File: config.mk
export PLATFORM = sky130hd
export DESIGN_NAME = mseq_pc_unit
export DESIGN_NICKNAME = d
export VERILOG_FILES = /design/src/rtl/mseq_pkg.sv /design/src/rtl/mseq_decode.sv /design/src/rtl/mseq_ret_stack.sv /design/src/rtl/mseq_wait_ctl.sv /design/src/rtl/mseq_pc_unit.sv
export SDC_FILE = /design/constraint.sdc
export NUM_CORES = 1
export LEC_CHECK = 0
export BUFFER_PORTS_ARGS = -buffer_cell sky130_fd_sc_hd__buf_2
export CAP_MARGIN = 20
export CORE_MARGIN = 4
export CORE_UTILIZATION = 55
export DETAILED_ROUTE_END_ITERATION = 8
export GPL_ROUTABILITY_DRIVEN = 0
export PLACE_DENSITY = 0.78
export SLEW_MARGIN = 20
export SYNTH_ARGS = -nofsm -noshare
export SYNTH_HDL_FRONTEND = slang
export SYNTH_SLANG_ARGS = --single-unit
File: constraint.sdc
create_clock -name clk -period 3.9 [get_ports clk]
set_input_delay 0.39 -clock clk [delete_from_list [all_inputs] [get_ports clk]]
set_output_delay 0.39 -clock clk [all_outputs]
set_load 0.02 [all_outputs]
File: src/rtl/mseq_pkg.sv
package mseq_pkg;

  localparam int INSTR_W = 32;
  localparam int OP_W    = 6;

  typedef enum logic [OP_W-1:0] {
    OP_BNE_IMM = 6'h30,
    OP_BEQ_IMM = 6'h31,
    OP_BNE_BIT = 6'h32,
    OP_BEQ_BIT = 6'h33,
    OP_RETURN  = 6'h34,
    OP_CALL    = 6'h35,
    OP_WAIT_IN = 6'h36
  } ctl_op_e;

  typedef enum logic {
    ST_RUN  = 1'b0,
    ST_WAIT = 1'b1
  } wait_st_e;

  typedef struct packed {
    logic        is_br;
    logic        br_taken;
    logic        is_call;
    logic        is_ret;
    logic        ret_irq;
    logic        is_wait;
    logic [15:0] off;
    logic [25:0] target;
  } dec_t;

endpackage

File: src/rtl/mseq_decode.sv
module mseq_decode
  import mseq_pkg::*;
(
  input  logic [INSTR_W-1:0] instr,
  input  logic [31:0]        rs_val,
  output dec_t               dec
);

  logic [OP_W-1:0] op;
  logic [4:0]      field5;
  logic            imm_eq;
  logic            bit_sel;

  assign op      = instr[31:26];
  assign field5  = instr[20:16];
  assign imm_eq  = (rs_val == {27'd0, field5});
  assign bit_sel = rs_val[field5];

  always_comb begin
    dec          = '0;
    dec.off      = instr[15:0];
    dec.target   = instr[25:0];
    dec.ret_irq  = instr[25];
    case (op)
      OP_BNE_IMM: begin dec.is_br = 1'b1; dec.br_taken = ~imm_eq;  end
      OP_BEQ_IMM: begin dec.is_br = 1'b1; dec.br_taken =  imm_eq;  end
      OP_BNE_BIT: begin dec.is_br = 1'b1; dec.br_taken = ~bit_sel; end
      OP_BEQ_BIT: begin dec.is_br = 1'b1; dec.br_taken =  bit_sel; end
      OP_RETURN:  dec.is_ret  = 1'b1;
      OP_CALL:    dec.is_call = 1'b1;
      OP_WAIT_IN: dec.is_wait = 1'b1;
      default:    ;
    endcase
  end

endmodule

File: src/rtl/mseq_ret_stack.sv
module mseq_ret_stack #(
  parameter int DEPTH = 8,
  parameter int W     = 16
) (
  input  logic         clk,
  input  logic         rst_n,
  input  logic         push,
  input  logic         pop,
  input  logic [W-1:0] push_data,
  output logic [W-1:0] top,
  output logic         empty,
  output logic         ovf,
  output logic         unf
);

  localparam int CNT_W = $clog2(DEPTH + 1);
  localparam int IDX_W = (DEPTH > 1) ? $clog2(DEPTH) : 1;

  logic [W-1:0]     mem [DEPTH];
  logic [CNT_W-1:0] cnt_q, cnt_d, cnt_m1;
  logic             full;
  logic             cnt_en;
  logic             ovf_d, unf_d;
  logic [IDX_W-1:0] top_idx;

  assign full    = (cnt_q == CNT_W'(DEPTH));
  assign empty   = (cnt_q == '0);
  assign cnt_m1  = cnt_q - CNT_W'(1);
  assign top_idx = cnt_m1[IDX_W-1:0];
  assign top     = mem[top_idx];

  always_comb begin
    cnt_d  = cnt_q;
    cnt_en = 1'b0;
    ovf_d  = ovf;
    unf_d  = unf;
    if (push) begin
      if (full) begin
        ovf_d = 1'b1;
      end else begin
        cnt_d  = cnt_q + CNT_W'(1);
        cnt_en = 1'b1;
      end
    end else if (pop) begin
      if (empty) begin
        unf_d = 1'b1;
      end else begin
        cnt_d  = cnt_m1;
        cnt_en = 1'b1;
      end
    end
  end

  always_ff @(posedge clk or negedge rst_n) begin
    if (!rst_n) begin
      cnt_q <= '0;
      ovf   <= 1'b0;
      unf   <= 1'b0;
    end else begin
      if (cnt_en) cnt_q <= cnt_d;
      ovf <= ovf_d;
      unf <= unf_d;
    end
  end

  for (genvar i = 0; i < DEPTH; i++) begin : g_entry
    logic wr_en;
    assign wr_en = push && !full && (cnt_q == CNT_W'(i));
    always_ff @(posedge clk) begin
      if (wr_en) mem[i] <= push_data;
    end
  end

endmodule

File: src/rtl/mseq_wait_ctl.sv
module mseq_wait_ctl
  import mseq_pkg::*;
#(
  parameter int PTR_W = 12
) (
  input  logic             clk,
  input  logic             rst_n,
  input  logic             win_issue,
  input  logic [PTR_W-1:0] wr_ptr,
  input  logic [PTR_W-1:0] rd_ptr,
  output logic             stall,
  output logic             ready
);

  wait_st_e st_q, st_d;

  assign ready = (wr_ptr != rd_ptr);
  assign stall = (st_q == ST_WAIT);

  always_comb begin
    st_d = st_q;
    case (st_q)
      ST_RUN:  if (win_issue && !ready) st_d = ST_WAIT;
      ST_WAIT: if (ready)               st_d = ST_RUN;
      default: st_d = ST_RUN;
    endcase
  end

  always_ff @(posedge clk or negedge rst_n) begin
    if (!rst_n) st_q <= ST_RUN;
    else        st_q <= st_d;
  end

endmodule

File: src/rtl/mseq_pc_unit.sv
module mseq_pc_unit
  import mseq_pkg::*;
#(
  parameter int PC_W    = 16,
  parameter int PTR_W   = 12,
  parameter int RS_DEPTH = 8
) (
  input  logic             clk,
  input  logic             rst_n,
  input  logic             instr_vld,
  input  logic [31:0]      instr,
  input  logic [31:0]      rs_val,
  input  logic [PTR_W-1:0] wr_ptr,
  input  logic [PTR_W-1:0] rd_ptr,
  output logic [PC_W-1:0]  pc,
  output logic             issue,
  output logic             stall,
  output logic             irq_ret,
  output logic             ovf,
  output logic             unf
);

  // PC_W must stay within 16..26 so both the offset and the call target fit
  localparam int OFF_PAD = PC_W - 16;

  dec_t            dec;
  logic [PC_W-1:0] pc_d, pc_inc, pc_rel, rs_top;
  logic            pc_en;
  logic            push, pop, win_issue, rs_empty, ready;

  mseq_decode u_dec (
    .instr  (instr),
    .rs_val (rs_val),
    .dec    (dec)
  );

  mseq_ret_stack #(.DEPTH(RS_DEPTH), .W(PC_W)) u_stk (
    .clk       (clk),
    .rst_n     (rst_n),
    .push      (push),
    .pop       (pop),
    .push_data (pc_inc),
    .top       (rs_top),
    .empty     (rs_empty),
    .ovf       (ovf),
    .unf       (unf)
  );

  mseq_wait_ctl #(.PTR_W(PTR_W)) u_wait (
    .clk       (clk),
    .rst_n     (rst_n),
    .win_issue (win_issue),
    .wr_ptr    (wr_ptr),
    .rd_ptr    (rd_ptr),
    .stall     (stall),
    .ready     (ready)
  );

  assign issue     = instr_vld && !stall;
  assign push      = issue && dec.is_call;
  assign pop       = issue && dec.is_ret;
  assign win_issue = issue && dec.is_wait;
  assign irq_ret   = pop && dec.ret_irq;

  assign pc_inc = pc + PC_W'(1);
  assign pc_rel = pc + {{OFF_PAD{dec.off[15]}}, dec.off};

  always_comb begin
    pc_d = pc_inc;
    if (issue) begin
      if (dec.is_br && dec.br_taken) pc_d = pc_rel;
      else if (dec.is_call)          pc_d = dec.target[PC_W-1:0];
      else if (dec.is_ret && !rs_empty) pc_d = rs_top;
      else if (dec.is_wait && !ready)   pc_d = pc;
    end
  end

  assign pc_en = stall ? ready : instr_vld;

  always_ff @(posedge clk or negedge rst_n) begin
    if (!rst_n)     pc <= '0;
    else if (pc_en) pc <= pc_d;
  end

endmodule

### Word level (Yosys, flattened, before mapping)

Memories as Yosys holds them, arrays and structs flattened.
Cells that the tools add are included.

| word-level totals | value |
|---|---|
| latch bits | 0 |
| bits of input ports | 91 |
| memories kept | 1 |
| output and inout bits | 21 |
| RAM bits | 128 |
| ROM bits | 0 |
| bits in registers | 23 |
| logic and storage cells | 130 |

| operators by class | value |
|---|---|
| magnitude comparators | 1 |
| reductions and logical operators | 35 |
| divide/modulo/power cells | 0 |
| mux-type cells | 60 |
| equal/unequal tests | 20 |
| add/sub/neg operators | 4 |
| bitwise gates (word level) | 4 |
| shift-type cells | 0 |
| multiply operators | 0 |

Memories:

| memory | words | width | rd ports | clocked after Yosys merged registers in | write ports | line | source |
|---|---|---|---|---|---|---|---|
| u_stk.mem | 8 | 16 | 1 | 0 | 1 | mseq_ret_stack.sv:19 | `logic [W-1:0] mem [DEPTH];` |

Operators by type and width:

| operator | number |
|---|---|
| $mux W16 | 12 |
| $reduce_or A16 Y1 | 7 |
| $eq A6 B6 Y1 const B | 7 |
| $mux W1 | 34 |
| $eq A32 B5 Y1 | 1 |
| $mux W3 | 7 |
| $logic_and A1 B1 Y1 | 18 |
| $add A16 B1 Y16 const B | 1 |
| $add A16 B16 Y16 | 1 |
| $eq A4 B3 Y1 const B | 4 |
| $mux W4 | 4 |
| $ne A12 B12 Y1 | 1 |
| $eq A4 B2 Y1 const B | 2 |
| $pmux W2 S4 | 1 |
| $lt A5 B6 Y1 const B | 1 |
| $bmux W1 S5 | 1 |
| $ne A5 B5 Y1 const B | 1 |
| $add A4 B1 Y4 const B | 1 |
| $eq A4 B1 Y1 const B | 1 |
| $eq A4 B4 Y1 const B | 1 |
| $logic_not A1 Y1 | 4 |
| $logic_not A4 Y1 | 1 |
| $not A1 Y1 | 4 |
| $reduce_and A2 Y1 | 2 |
| 7 further kinds | 7 |

### Logic depth before layout (Yosys ltp)

Gate-level depths: netlist of the first run.

| depth | value |
|---|---|
| depth in word-level cells | 15 |
| mapped depth | 15 |
| mapped depth without buffers | 11 |

### Modules after synthesis

A second synthesis of the first run with hierarchy kept.

| unflattened totals | value |
|---|---|
| cell total of the unflattened synthesis | 709 |
| area total of the unflattened synthesis | 8767.2 um^2 |

Modules (own cells, without submodules):

| module | cells an instance | sequential area each (um^2) | times used | area an instance (um^2) |
|---|---|---|---|---|
| mseq_ret_stack | 233 | 3993.8 | 1 | 5265.0 |
| mseq_pc_unit | 348 | 400.4 | 1 | 2458.6 |
| mseq_decode | 110 | 0.0 | 1 | 878.3 |
| mseq_wait_ctl | 18 | 25.0 | 1 | 165.2 |

### Least setup slack after synthesis of the first run

No wires, ideal clock.

| path | value |
|---|---|
| path type | register to register |
| from | reg u_stk.cnt_q[0] |
| to | reg pc[1] |
| buffers on the path | 4 |
| arrival time | 3204 ps |
| stages on the path, launching flop included | 11 |
| library setup time | 142 ps |
| clock period less this slack | 3347 ps |
| data required time | 3758 ps |
| path slack | 553 ps |
| cells stage by stage | dfrtp_1 -> buf_2 -> buf_2 -> buf_2 -> inv_1 -> ha_1 -> xor2_1 -> buf_2 -> mux2_2 -> a221oi_1 -> o221ai_1 |

| between the ends | value |
|---|---|
| longest elaborated chain between the ends | 7 |
| elaborated cells on any way between the ends | 11 |
| classes of those cells | add/sub: 1; eq/ne: 1; mux: 4; reduce/logical: 4; memory: 1 |

Ends and longest elaborated chain:

| element | line | source |
|---|---|---|
| from (decl) | mseq_ret_stack.sv:20 | `logic [CNT_W-1:0] cnt_q, cnt_d, cnt_m1;` |
| from (signal assigned) | mseq_ret_stack.sv:60 | `if (cnt_en) cnt_q <= cnt_d;` |
| branches (longest 7 deep; another with $mem_v2 Z8 W16) | - |  |
| to (signal assigned) | mseq_pc_unit.sv:82 | `else if (pc_en) pc <= pc_d;` |
| to (decl) | mseq_pc_unit.sv:15 | `output logic [PC_W-1:0] pc,` |

Several ways; the timed one is not identified.
A chain may end at the register's enable or synchronous reset.

### Final worst setup path of the first run

| path | value |
|---|---|
| from | reg u_stk.cnt_q[1] |
| to | reg pc[2] |

Same word-level chain as after synthesis.

==> results.py, run 1 <==
metrics = {
    "global_routing": {
        "antenna_found_initial": 0,
        "grt_pass1_vias": 5728,
        "grt_pass1_wl_mm": 29.59,
        "grt_max_degree": 37,
        "grt_overflow_total": 0,
        "gr-usage-all-layers_pct": 23.58,
    },
    "floorplanning": {
        "dieArea_mm2": 0.01646,
        "io_pins": 112,
        "rows": 43,
        "coreArea_mm2": 0.01404,
        "die_y_um": 128.3,
        "start_util_pct": 56.70,
        "fp.dieW_um": 128.3,
    },
    "sta": {
        "clock.fmax_mhz": 343.7,
        "hold_violations": 0,
        "slew_headroom_pct": 40.10,
        "setup_viol": 0,
        "fin_skew_ns": 0.01339,
        "worstMarginPinSlew_ns": 0.8921,
        "maxSlewViolCount": 0,
        "layout_min_cycle_time_ns": 2.909,
        "fin_setup_tns_ns": 0,
        "rsz0062_at_grt": "no",
        "setup_ws_ns": 0.9908,
        "period_share_pct": 74.60,
    },
    "clocking": {
        "cts_resized": 0,
        "htreeDepth": 4,
        "clock_latency_ns": 0.42,
        "clock-sinks": 151,
        "cts-root-buf": "clkbuf_16",
        "numCtsBuffers": 17,
        "clock_path_buffers": 2,
        "cts_tree": "done",
        "cts.reportedPaths.clkPinSlew_ns": 0.06,
    },
    "placement": {
        "port-buffer-count": 107,
        "pre_cts_slack_ns": 0.9930,
        "place_hpwl_mm": 12.86,
    },
    "drt": {
        "vias_per_cell": 6.305,
        "wl_per_cell_um": 21.14,
        "drc": 0,
        "drt-total-wl_mm": 18.90,
        "dr_total_vias": 5637,
        "drtPass1Iterations": 7,
        "ant_nets": 0,
        "drt-initial-drc-count": 557,
    },
    "synthesis": {
        "yosysWarnings": 0,
        "synth-edff-count": 128,
        "synth.net_count": 701,
        "syn_area_mm2": 0.007961,
        "synth_top_flop_cell": "edfxtp_1",
        "yosys_register_bits": 151,
        "syn_area_per_cell_um2": 13.52,
        "synth_cell_types": 61,
        "synth.yosys.seq_area_share_pct": 55.51,
        "synthCells": 589,
        "synthArstFlopShare_pct": 15.23,
    },
    "worst_setup_path": {
        "critPathArrivalTime_ns": 3.19,
        "crit_start": "u_stk.cnt_q[1]",
        "crit_chain": "inv_1 > ha_1 > mux4_2 > mux2i_1 > nor2_1 > a221oi_1 > mux2i_1 > o21ai_0 > a21oi_1",
        "critPathKind": "reg -> reg",
        "cp_top_family": "adder cells",
        "cpMaxStageDelayCell": "ha_1",
        "cp_common_cell": "mux2i_1",
        "cp-start-kind": "flip-flop",
        "r2r_start": "u_stk.cnt_q[1]",
        "worstSetupEndpointType": "flip-flop",
        "r2r_slack_ns": 0.99,
        "critPathRequiredTime_ns": 4.18,
        "critPathMaxStageDelay_ns": 0.83,
        "cp_max_fo": 16,
        "path_buf_inv": 1,
    },
    "final_layout": {
        "nets": 814,
        "nFillCells": 988,
        "multi_input_area_mm2": 0.003349,
        "final-seq-area_mm2": 0.004420,
        "antennaDiodeCount": 0,
        "drive_gt1_share_pct": 28.43,
        "synthToLayoutAreaGrowth_pct": 15.89,
        "final_common_cell": "edfxtp_1",
        "layout_common_cells": "128 x edfxtp_1, 107 x buf_2, 43 x nor2_1",
    },
    "run_status": {
        "status": "finished clean",
    },
    "power": {
        "ir_worst_vdd_mv": 0.3973,
        "powerDensity_mw_per_mm2": 622.9,
        "p_leak_uw": 0.003485,
    },
    "run": {
        "maxCapViolCount": 0,
    },
    "worst_hold_path": {
        "hp-class": "in -> reg",
        "min_from": "instr_vld",
    },
}
worst paths after layout:
kind,to,cells past startpoint
hold / removal,u_wait.stall,3
max in group asynchronous,u_stk.cnt_q[0],2
hold reg to reg,u_stk.unf,1
setup reg to reg,pc[2],9
min in group asynchronous,pc[9],2
setup / recovery,pc[2],9
layer usage:
| metal | wire (um) | up-vias | part of all wire, % | global-route usage [%] |
|---|---|---|---|---|
| met5 | 0 | - | 0 | 0 |
| met4 | 362 | 0 | 1.9 | 7.179 |
| met3 | 1332 | 31 | 7.0 | 5.375 |
| met2 | 9659 | 287 | 51 | 39.90 |
| met1 | 7543 | 2779 | 40 | 30.54 |
| li1 | - | 2540 | - | - |
flip-flops by register name, indices dropped and copies added, names as in the netlist:
name / flops
u_stk.ovf: 1
u_stk.unf: 1
u_stk.mem: 128
u_wait.stall: 1
u_stk.cnt_q: 4
pc: 16
worst register-to-register path: cells and delay by family (launching register included):
kind                     cells  cell delay, ns
multiplexers                 3            0.82
adder cells (fa/ha/maj)      1            0.83
buffers and inverters        1            0.10
AND/OR/NAND/NOR              1            0.07
flip-flops                   1            0.41
AO/OA/AOI/OAI                3            0.53
per-stage QoR:
step / utilization, % / area, um^2 / instances / hold slack [ns] / total power, uW
finish: 65.70 / 9226 / 894 / 0.3272 / 5747
global route: 65.70 / 9226 / 894 / 0.3920 / 6017
CTS: 65.70 / 9226 / 894 / 0.3108 / 5777
detailed placement: 61.99 / 8705 / 862 / 0.4239 / 4345
global placement: 61.99 / 8705 / 862 / 0.4125 / 4271
floorplan: - / 7961 / 589 / 0.09441 / 3692
logic make-up (layout without fill, tap and decap cells):
| kind of cell | count (synthesis) | count (layout) | share of synthesized area (%) |
|---|---|---|---|
| AND/OR/NAND/NOR | 158 | 158 | 9.995 |
| XOR/XNOR | 47 | 47 | 5.171 |
| AO/OA/AOI/OAI | 106 | 106 | 9.367 |
| multiplexers | 63 | 63 | 13.99 |
| buffers and inverters | 43 | 168 | 2.577 |
| adder cells (fa/ha/maj) | 21 | 21 | 3.395 |
| flip-flops | 151 | 151 | 55.51 |
cell usage after synthesis (all sizes together) (3+ instances only):
library cell	n	area, um^2
o31ai	3	22.52
o221a	3	51.30
mux4	38	855.8
o31a	3	26.28
o211ai	3	22.52
nor3	17	90.09
xor2	26	227.7
nand3b	4	30.03
and2	6	40.04
clkbuf	15	60.06
a21oi	26	130.1
mux2	6	67.56
mux2i	19	190.2
ha	20	250.2
nor4	12	75.07
nand4	10	62.56
nor2	43	161.4
dfrtp	23	575.6
nand2	32	120.1
o22ai	5	31.28
o21ai	21	105.1
nand3	11	55.05
a31oi	4	25.02
a211oi	6	50.05
xnor2	21	183.9
edfxtp	128	3844
nand2b	5	31.28
buf	13	88.83
a221o	5	50.05
inv	15	56.30
and3	8	50.05
a221oi	7	61.31
a21o	3	22.52
where the power goes:
part / switching (uW) / internal [uW] / leakage [uW]
registers: 129 / 1960 / 0.00144
clock network: 626 / 802 / 0.000253
logic: 1250 / 980 / 0.00180
repair_timing:
item	4_1_cts	5_1_grt
endpoints found under the setup margin	0	0
endpoints found under the hold margin	23	0
hold buffers	1	0
setup buffers	0	0
layout make-up:
cell class / instances / share of cell area [%]
Sequential cell: 151 / 47.91
Timing Repair Buffer: 122 / 7.187
Multi-Input combinational cell: 395 / 36.30
Clock inverter: 13 / 0.8950
Inverter: 15 / 0.6103
Clock buffer: 18 / 4.651
Tap cell: 180 / 2.441
(Power assumes the default switching activity.)
==> inputs of run 2 (changes only) <==
--- a/config.mk
+++ b/config.mk
@@ -5,10 +5,11 @@
 export SDC_FILE = /design/constraint.sdc
 export NUM_CORES = 1
 export LEC_CHECK = 0
+export ABC_AREA = 1
 export BUFFER_PORTS_ARGS = -buffer_cell sky130_fd_sc_hd__buf_2
 export CAP_MARGIN = 20
 export CORE_MARGIN = 4
-export CORE_UTILIZATION = 55
+export CORE_UTILIZATION = 53
 export DETAILED_ROUTE_END_ITERATION = 8
 export GPL_ROUTABILITY_DRIVEN = 0
 export PLACE_DENSITY = 0.78
==> constraint.sdc (replaced) <==
create_clock -name clk -period 2.4 [get_ports clk]
set_input_delay 0.24 -clock clk [delete_from_list [all_inputs] [get_ports clk]]
set_output_delay 0.24 -clock clk [all_outputs]
set_load 0.02 [all_outputs]
==> run 2 against run 1 <==
Compared with the run above:
- fmax rose by 31%
- sequential power up 51%
- worst hold slack got worse by 0.080 ns
- wire length is 13% higher
- setup slack worse by 0.82 ns
- critical path depth grew 4
- largest power group unchanged
==> results.py, run 2 <==
metrics = {
    "worst_setup_path": {
        "cp_max_fo": 4,
        "worstSetupEndpointType": "flip-flop",
        "critPathArrivalTime_ns": 2.55,
        "r2r_slack_ns": 0.17,
        "critPathKind": "reg -> reg",
        "cp-start-kind": "flip-flop",
        "critPathRequiredTime_ns": 2.72,
    },
    "global_routing": {
        "grt_pass1_vias": 6963,
        "grt_overflow_total": 0,
        "grt_pass1_wl_mm": 33.65,
        "grt_max_degree": 69,
        "antenna_found_initial": 2,
        "gr-usage-all-layers_pct": 23.63,
    },
    "final_layout": {
        "reg.largest.list": "u_stk.mem: 128 flops, pc: 16 flops, u_stk.cnt_q: 4 flops",
        "nets": 1195,
        "final_cell_count_no_fill": 1313,
        "drive_gt1_share_pct": 19.16,
        "synthToLayoutAreaGrowth_pct": 18.89,
        "utilization_pct": 64.01,
        "nFillCells": 1277,
        "layout_common_cells": "193 x nand2_1, 144 x nor2_1, 128 x edfxtp_1",
        "final_common_cell": "nand2_1",
        "max_flop_register": "u_stk.mem",
        "largest_register_ffs": 128,
    },
    "sta": {
        "fin_skew_ns": 0.01123,
        "worstMarginPinSlew_ns": 0.6786,
        "layout_min_cycle_time_ns": 2.227,
        "clock.fmax_mhz": 449.0,
        "maxSlewViolCount": 0,
        "setup_viol": 0,
        "period_share_pct": 92.79,
        "slew_headroom_pct": 54.76,
        "hold_violations": 0,
    },
    "floorplanning": {
        "io_pins": 112,
        "start_util_pct": 53.84,
        "fp.dieW_um": 134.6,
        "dieArea_mm2": 0.01811,
        "die_y_um": 134.6,
        "coreArea_mm2": 0.01577,
        "rows": 46,
    },
    "drt": {
        "drt-initial-drc-count": 702,
        "dr_total_vias": 7430,
        "drtPass1Iterations": 5,
        "drc": 0,
        "drt-total-wl_mm": 21.37,
        "wl_per_cell_um": 16.27,
        "ant_nets": 0,
        "vias_per_cell": 5.659,
    },
    "power": {
        "ir_worst_vdd_mv": 0.5131,
        "power.total_uw": 9319,
        "powerDensity_mw_per_mm2": 923.2,
        "p_leak_uw": 0.004237,
    },
    "synthesis": {
        "syn_area_mm2": 0.008491,
        "synthCells": 954,
        "synth_cell_types": 41,
        "yosys_register_bits": 151,
        "syn_area_per_cell_um2": 8.900,
        "yosysWarnings": 0,
        "synthArstFlopShare_pct": 15.23,
        "synth-edff-count": 128,
        "yosys.area.top_type": "edfxtp_1",
        "synth.top_cell.area_share_pct": 45.27,
        "synth.yosys.seq_area_share_pct": 52.05,
        "synthMostInstantiatedCell": "nand2_1",
        "synth.net_count": 1066,
        "synth_top_cells_by_count": "193 x nand2_1, 145 x nor2_1, 128 x edfxtp_1, 94 x nand3_1, 79 x o21ai_0",
        "synth_top_flop_cell": "edfxtp_1",
        "synthTopCellsByArea": "edfxtp_1 45%, nand2_1 8.5%, dfrtp_1 6.8%",
    },
    "clocking": {
        "clock_path_buffers": 2,
        "clock_latency_ns": 0.43,
        "clock-sinks": 151,
        "cts-root-buf": "clkbuf_16",
        "htreeDepth": 4,
        "cts.reportedPaths.clkPinSlew_ns": 0.07,
        "numCtsBuffers": 17,
        "post-cts-setup-buffers": 0,
        "cts_tree": "done",
    },
    "placement": {
        "dp.cells": 1279,
        "place_hpwl_mm": 14.81,
        "port-buffer-count": 107,
    },
    "run": {
        "maxCapViolCount": 0,
    },
    "run_status": {
        "status": "finished clean",
    },
    "worst_hold_path": {
        "hp-class": "in -> reg",
    },
}
-- run 2: final timing paths --
kind | end | cells after the start | from
max | pc[15] | 13 | pc[2]
min | u_stk.unf | 6 | instr[26]
max reg2reg | pc[15] | 13 | pc[2]
min reg2reg | u_stk.unf | 1 | u_stk.unf
max in group asynchronous | u_stk.cnt_q[0] | 2 | rst_n
min in group asynchronous | u_stk.cnt_q[2] | 2 | rst_n
-- run 2: metrics by stage --
stage | setup TNS, ns | worst slack (ns) | cell area (um^2) | hold WS (ns)
CTS | 0 | 0.1531 | 10070 | 0.2426
floorplan | -2.505 | -0.02610 | 8522 | -0.05559
global route | -0.04461 | -0.04461 | 10090 | 0.2978
finish | 0 | 0.1730 | 10090 | 0.2473
global placement | 0 | 0.2053 | 9465 | 0.2753
detailed placement | 0 | 0.1555 | 9465 | 0.2764
-- run 2: per-layer routing --
| layer | vias to the layer above | global-route usage (%) | wire (um) |
|---|---|---|---|
| met2 | 364 | 39.25 | 10360 |
| met3 | 58 | 5.849 | 1916 |
| met1 | 3453 | 30.28 | 8608 |
| met5 | - | 0 | 7 |
| li1 | 3553 | - | - |
| met4 | 2 | 8.597 | 474 |
-- run 2: what timing repair did --
action | in CTS | in global routing
hold buffers | 1 | 0
resized for setup | 0 | 5
hold endpoints to repair | 23 | 0
endpoints found under the setup margin | 0 | 4
-- run 2: kinds of logic (layout without fill, tap and decap cells) --
kind of cell    count (synthesis)  in the layout  synth area share, %
buf+inv                       111            253                5.600
simple gates                  474            474                23.81
xor+xnor                       42             42                4.332
compound gates                155            155                11.02
other cells                     0              1                    0
flops                         151            151                52.05
fa+ha+maj                      21             21                3.183
-- run 2: layout make-up --
type | count | area [um^2] | area share (%)
antenna | 1 | 2.502 | 0.02479
tap | 216 | 270.3 | 2.677
sequential | 151 | 4420 | 43.79
multi-input combinational | 692 | 3647 | 36.13
inverter | 71 | 274.0 | 2.714
clock inverter | 14 | 165.2 | 1.636
clock buffer | 18 | 429.2 | 4.251
timing repair buffer | 150 | 885.9 | 8.775
-- run 2: worst max-delay path, stage by stage, from the launching register on --
cell     delay, ns
dfrtp_1       0.40
ha_1          0.34
a21oi_1       0.18
nand2_1       0.11
a21oi_2       0.25
o21ai_0       0.20
nand3_1       0.14
nand2_1       0.06
nand2_1       0.06
nand2_1       0.07
nand2_1       0.07
nand3_1       0.08
nand2_1       0.11
nand2_1       0.06
-- run 2: report_power, final --
| part | switching, uW | total, uW | internal (uW) |
|---|---|---|---|
| clock network | 1090 | 2650 | 1560 |
| logic | 2300 | 3510 | 1210 |
| registers | 95.0 | 3160 | 3070 |
